===== config.mk =====
export PLATFORM = sky130hd
export DESIGN_NAME = esb_pair_ctrl
export DESIGN_NICKNAME = d
export VERILOG_FILES = /design/src/rtl/esb_pair_ctrl.sv
export SDC_FILE = /design/constraint.sdc
export NUM_CORES = 1
export LEC_CHECK = 0
export BUFFER_PORTS_ARGS = -buffer_cell sky130_fd_sc_hd__buf_4
export CORE_UTILIZATION = 52
export DETAILED_ROUTE_END_ITERATION = 10
export PLACE_DENSITY = 0.84
export SKIP_CTS_REPAIR_TIMING = 1
export SYNTH_ARGS = -nofsm -noshare
export SYNTH_HDL_FRONTEND = slang
export SYNTH_SLANG_ARGS = --single-unit

===== constraint.sdc =====
create_clock -name clk -period 5.3 [get_ports clk]
set_input_delay 0.265 -clock clk [delete_from_list [all_inputs] [get_ports clk]]
set_output_delay 0.265 -clock clk [all_outputs]
set_load 0.02 [all_outputs]

===== src/rtl/esb_pair_ctrl.sv =====
`timescale 1ns/1ps
module esb_pair_ctrl #(
  parameter int NUM_DESC   = 16,
  parameter int PAGE_SHIFT = 12,
  localparam int IDX_W  = (NUM_DESC > 1) ? $clog2(NUM_DESC) : 1,
  localparam int ADDR_W = PAGE_SHIFT + 1 + IDX_W
) (
  input  logic              clk,
  input  logic              rst_n,
  input  logic              req_valid,
  input  logic              req_write,
  input  logic [ADDR_W-1:0] req_addr,
  input  logic [3:0]        req_size,
  input  logic [NUM_DESC-1:0] desc_valid,
  output logic              rsp_valid,
  output logic [63:0]       rsp_data,
  output logic              rsp_err,
  output logic              fwd_valid,
  output logic [IDX_W-1:0]  fwd_index,
  output logic              fwd_escal
);

  generate
    if (PAGE_SHIFT != 12 && PAGE_SHIFT != 16) begin : g_bad_shift
      $error("esb_pair_ctrl: PAGE_SHIFT must be 12 or 16");
    end
  endgenerate

  logic [1:0] pq_n [NUM_DESC];
  logic [1:0] pq_e [NUM_DESC];

  wire [IDX_W-1:0] idx  = req_addr[ADDR_W-1 -: IDX_W];
  wire             odd  = req_addr[PAGE_SHIFT];
  wire [11:0]      off  = req_addr[11:0];
  wire             hit  = (32'(idx) < NUM_DESC) && desc_valid[idx];
  wire [1:0]       cur  = !hit ? 2'b00 : (odd ? pq_e[idx] : pq_n[idx]);

  wire [1:0] trig_nxt = (cur == 2'b00) ? 2'b10 : 2'b11;
  wire [1:0] eoi_nxt  = cur[0] ? 2'b10 : 2'b00;

  logic [1:0] nxt, ld_val;
  logic       upd, err, fwd;

  always_comb begin
    nxt    = cur;
    ld_val = 2'b00;
    upd    = 1'b0;
    err    = 1'b0;
    fwd    = 1'b0;
    if (req_size != 4'd8 || !hit) begin
      err = 1'b1;
    end else if (req_write) begin
      if (off == 12'h000) begin
        nxt = trig_nxt;
        upd = 1'b1;
        fwd = (cur == 2'b00);
      end else if (off[11:10] == 2'b01) begin
        nxt = eoi_nxt;
        upd = 1'b1;
        fwd = cur[0];
      end else if (off[11:10] == 2'b10) begin
        if (odd) err = 1'b1;
        else     fwd = 1'b1;
      end else begin
        err = 1'b1;
      end
    end else begin
      if (!off[11]) begin
        nxt    = eoi_nxt;
        upd    = 1'b1;
        ld_val = {1'b0, cur[0]};
      end else if (!off[10]) begin
        ld_val = cur;
      end else begin
        nxt    = off[9:8];
        upd    = 1'b1;
        ld_val = cur;
      end
    end
  end

  always_ff @(posedge clk) begin
    if (!rst_n) begin
      for (int i = 0; i < NUM_DESC; i++) begin
        pq_n[i] <= 2'b00;
        pq_e[i] <= 2'b00;
      end
      rsp_valid <= 1'b0;
      rsp_data  <= '0;
      rsp_err   <= 1'b0;
      fwd_valid <= 1'b0;
      fwd_index <= '0;
      fwd_escal <= 1'b0;
    end else begin
      rsp_valid <= req_valid;
      fwd_valid <= req_valid && fwd;
      if (req_valid) begin
        if (upd) begin
          if (odd) pq_e[idx] <= nxt;
          else     pq_n[idx] <= nxt;
        end
        rsp_err   <= err;
        rsp_data  <= (err && !req_write) ? {64{1'b1}} : {62'b0, ld_val};
        fwd_index <= idx;
        fwd_escal <= odd;
      end
    end
  end

endmodule


# After elaboration in Yosys (flattened, before gate mapping)
# Memories as Yosys holds them, arrays and structs flattened.
# Cells that the tools add are included.
# Widths: inputs -> output; s select.
[word_totals] regBits=72 mem_bits_rw=64 in_bits=41 out_inout_bits=72 word_cells=70 memories=2
[classes] magnitude_cmp=1 n_eq_ne=3 muxes=49 n_reduce_logical=9
[memory_table] memory="pq_e" words=16 word_bits=2 rd=1 rd_clocked_by_memory_dff=0 wr=16 line_no="30" text="logic [1:0] pq_e [NUM_DESC];"
[memory_table] memory="pq_n" words=16 word_bits=2 rd=1 rd_clocked_by_memory_dff=0 wr=16 line_no="29" text="logic [1:0] pq_n [NUM_DESC];"
[op_table] operator="$mux 64" n=1
[op_table] operator="$mux 1" n=31
[op_table] operator="$mux 2" n=14
[op_table] operator="$logic_not 12->1" n=1
[op_table] operator="$mux 4" n=2
[op_table] operator="$lt 4x5->1 const B" n=1
[op_table] operator="$bmux 1 s4" n=1
[op_table] operator="$ne 4x4->1 const B" n=1
[op_table] operator="$reduce_or 2->1" n=2
[op_table] operator="$eq 2x1->1 const B" n=1
[op_table] operator="$eq 2x2->1 const B" n=1
[op_table] operator="$logic_and 1x1->1" n=2
[op_table] operator="$logic_not 1->1" n=2
[op_table] operator="$logic_not 2->1" n=1
[op_table] operator="$logic_or 1x1->1" n=1

# Depth between registers and ports, before layout
[depth] ltp_word=11 depth_mapped=10 mapped_depth_nobuf=6

# Worst setup path after synthesis
# OpenSTA, ideal clock, no wires.
[synth_timing] path_kind="input-to-reg" startpoint="in req_addr[14]" endpoint="mem pq_e[10][1], data pin" arrival_time_ps=2322 t_required_ps=5033 setup_slack_ps=2711 path_stages=10 cell_sequence="buf_6 > buf_4 > buf_6 > mux4_2 > mux2i_1 > nand3_1 > and3_1 > a211oi_1 > clkbuf_1 > nor3_1"
[synth_lines] item="from (decl)" line_no="12" text="input logic [ADDR_W-1:0] req_addr,"
[synth_lines] item="to (decl)" line_no="30"

==> reports/qor.csv <==
stage,metric,value,unit
outcome,status,finished clean,
pwr,maximum VDD drop,0.09870,mV
pwr,leakage power,2.100,nW
synthesis,compound-gate portion of the synthesized area,4.092,%
synthesis,Synth Area in Adders,0,%
floorplanning,Die Y,96.23,µm
synthesis,XOR/XNOR Fraction of Synth Area,0,%
global_route,largest net degree at the start of global routing,64,
sta,Clock Skew,0.01422,ns
sta,Final WS setup,2.415,ns
place,Final Wtd Congestion,0.9057,
finish,layout cells sized above 1,34.06,%
sta,RSZ-0062 raised after global routing,no,
global_route,GR Overflow Total,0,
clock_network,number of CTS-inserted buffers,9,
finish,Filler cells,674,
worst_setup_path,crit end category,flop,
floorplanning,die width,96.23,µm
synthesis,"Avg Cell Area, Syn",10.94,µm²
synthesis,sequential fraction of the synthesis area,46.40,%
worst_setup_path,Crit-path slowest cell,o211a_1,
sta,final hold vios,0,
place,Placed Cells,550,
clock_network,Clock Pin Slew Worst Setup and Hold Paths,0.08,ns
synthesis,largest family of logic cells by synthesized area,simple AND/OR/NAND/NOR gates,
synthesis,Syn Nets,463,
finish,Non-Filler Instances,566,
sta,fin crit share,54.43,%
worst_setup_path,"setup slack, reg-to-reg",2.45,ns
synthesis,cell area after synthesis,4617,µm²
place,DP Area,4961,µm²
routing,DR vias/cell,6.062,
routing,DR WL/cell,18.43,µm
min_path,Hold Crit Class,in -> reg,
pwr,Pwr Density,263.1,nW/µm²
synthesis,post-synth top area share,41.63,%
run,max_cap viols,0,
finish,Final nets,494,
synthesis,biggest area consumer among synthesized cells,edfxtp_1,
floorplanning,DIE AREA,9259,µm²
worst_setup_path,startpoint types,primary input,
global_route,vias in the first global route,3118,
floorplanning,initial core utilization,53.20,%
clock_network,CTS max path bufs,2,
floorplanning,io pins,113,
worst_setup_path,reg2reg end,pq_n[0][1],
place,detailed placer's ending HPWL,7242,µm
worst_setup_path,worst setup path startpoint,req_addr[5],
worst_setup_path,critical path endpoint,pq_n[15][1],
place,"worst slack, placed",2.093,ns
worst_setup_path,crit-path cells,buf_4 > or4_1 > o311ai_1 > o211a_1 > nand2_1 > or4_1 > nand2_1,
sta,"Slew Viols, Final",0,
synthesis,Synth Area in Simple Gates,20.87,%
routing,Detailed Route Iter0 Violations,391,
clock_network,clock latency on the worst-skew pair,0.35,ns
worst_setup_path,WP data required,5.36,ns
sta,FMAX,346.6,MHz
worst_setup_path,reg2reg path depth,7,
finish,Final Instance Area,5159,µm²
worst_setup_path,"slowest stage delay, CP",0.82,ns
floorplanning,# rows,34,
synthesis,synthesis-stage register bit count,75,
worst_setup_path,WP data arrival,2.94,ns
sta,Final setup viols,0,
synthesis,mux contribution to synthesized area,13.09,%
sta,Slew headroom,35.77,%
synthesis,Synth cell types,46,
global_route,initial antenna violation count,0,
routing,DRC,0,
clock_network,CTS root buf,clkbuf_8,
routing,Post-DRT Antenna Nets,0,
clock_network,clock sink count,75,
synthesis,post-synthesis cell count,422,
clock_network,CTS tree,built,
clock_network,htree depth,3,
synthesis,Synth Warn #,0,
finish,final antenna diode count,0,
worst_setup_path,crit-path max FO,32,
finish,Area Growth Syn to Fin,11.73,%
place,Port Buffer Count,112,
worst_setup_path,crit path kind,in -> reg,
worst_setup_path,worst r2r src,pq_n[0][1],
sta,Final min period,2.885,ns
global_route,first-pass GRT wire length,15700,µm
synthesis,dominant cells by area after synthesis,"edfxtp_1, buf_4, mux4_2, mux4_1, dfxtp_1",
routing,final wirelength,10430,µm
global_route,gr usage total,23.30,%
sta,worst-margin pin slew,0.9635,ns
floorplanning,placeable core area,8678,µm²
routing,1st-pass router iterations,5,
routing,via count,3431,
sta,sum of negative setup slack,0,ns
[power breakdown]
group          switching, mW  total [mW]  internal [mW]
clock network          0.209       0.433          0.224
registers             0.0139       0.672          0.659
logic                  0.150       0.252          0.102
total                  0.373        1.36          0.985
[worst max-delay path, delay by kind of cell]
kind | cells | cell delay (ns)
compound gates | 2 | 1.18
buf+inv | 1 | 0.10
simple gates | 4 | 1.39
[state kept, by name, summed over array words and instances (netlist names)]
name,cells
pq_n,32
rsp_data,3
fwd_valid,1
pq_e,32
fwd_escal,1
rsp_valid,1
rsp_err,1
fwd_index,4
[per-stage QoR]
stage          hold slack [ns]  total power [mW]  utilization (%)
2_1_floorplan           0.4836            0.8757                -
3_3_place_gp            0.4748            0.9301            57.17
3_5_place_dp            0.5120            0.9367            57.17
4_1_cts                 0.2839             1.363            59.44
5_1_grt                 0.3056             1.408            59.44
6_report                0.2934             1.357            59.44
[placed cells by master, fill, tap and decap left out, types with 2 or more instances in the layout]
cell type	instances
inv_4	2
nor3_1	35
inv_1	8
nor2b_1	10
mux4_1	9
buf_4	116
and3_1	2
nor2_1	44
nand4_1	27
and2_1	2
nand3_1	7
clkbuf_8	11
mux4_2	11
nand3b_1	2
nand2_1	40
nor3_2	5
a32o_1	2
nand2b_1	2
mux2i_1	12
a211oi_4	2
dfxtp_1	10
edfxtp_1	64
a21oi_1	2
nor4_1	2
or4_1	4
o21ai_0	5
[cell families (layout without fill, tap and decap cells)]
family | count (synthesis) | after routing
simple gates | 189 | 189
compound gates | 22 | 22
buf+inv | 104 | 140
flops | 75 | 75
mux | 32 | 32
[cell usage after synthesis, drive strengths merged]
| master | n |
|---|---|
| o221ai | 1 |
| o22ai | 1 |
| nand3b | 2 |
| o221a | 1 |
| o311ai | 2 |
| nor3 | 40 |
| nand2 | 40 |
| a21oi | 2 |
| or4 | 4 |
| clkbuf | 8 |
| o311a | 1 |
| nand4b | 1 |
| o21ai | 5 |
| or3b | 1 |
| nor4b | 1 |
| a22oi | 2 |
| and3 | 2 |
| nor4 | 2 |
| a211oi | 2 |
| a2111oi | 1 |
| and4 | 1 |
| buf | 88 |
| a21o | 1 |
| nand3 | 7 |
| edfxtp | 64 |
| nor3b | 2 |
| o211a | 1 |
| and2 | 2 |
| nand4 | 27 |
| dfxtp | 11 |
| inv | 8 |
| mux4 | 20 |
| nor2b | 10 |
| nor2 | 45 |
| mux2i | 12 |
| a32o | 2 |
| nand2b | 2 |
[final cells by class]
cell class / count / area (µm²) / area share [%]
Clock buffer: 13 / 180.2 / 3.493
Multi-Input combinational cell: 243 / 1782 / 34.54
Clock inverter: 3 / 17.52 / 0.3396
Tap cell: 108 / 135.1 / 2.619
Sequential cell: 75 / 2143 / 41.55
Inverter: 8 / 30.03 / 0.5821
Timing Repair Buffer: 116 / 870.8 / 16.88
[routing by layer]
layer  global-route usage [%]  wire, µm  vias to the layer above
li1                         -         -                     1559
met1                    26.84      3847                     1627
met2                    39.83      5253                      212
met5                        0         0                        -
met4                    11.82       342                        0
met3                    6.161       989                       33
[how the worst min path moves through the flow]
stage | startpoint | end | slack, ns | cells after the start
CTS | req_valid | fwd_index[2] | 0.28 | 3
detailed placement | fwd_index[2] | fwd_index[2] | 0.51 | 2
global placement | rsp_data[0] | rsp_data[0] | 0.47 | 2
global route | req_valid | rsp_err | 0.31 | 2
floorplan | req_addr[11] | rsp_data[1] | 0.48 | 2
finish | req_valid | fwd_index[2] | 0.29 | 3
(Power assumes the default switching activity.)
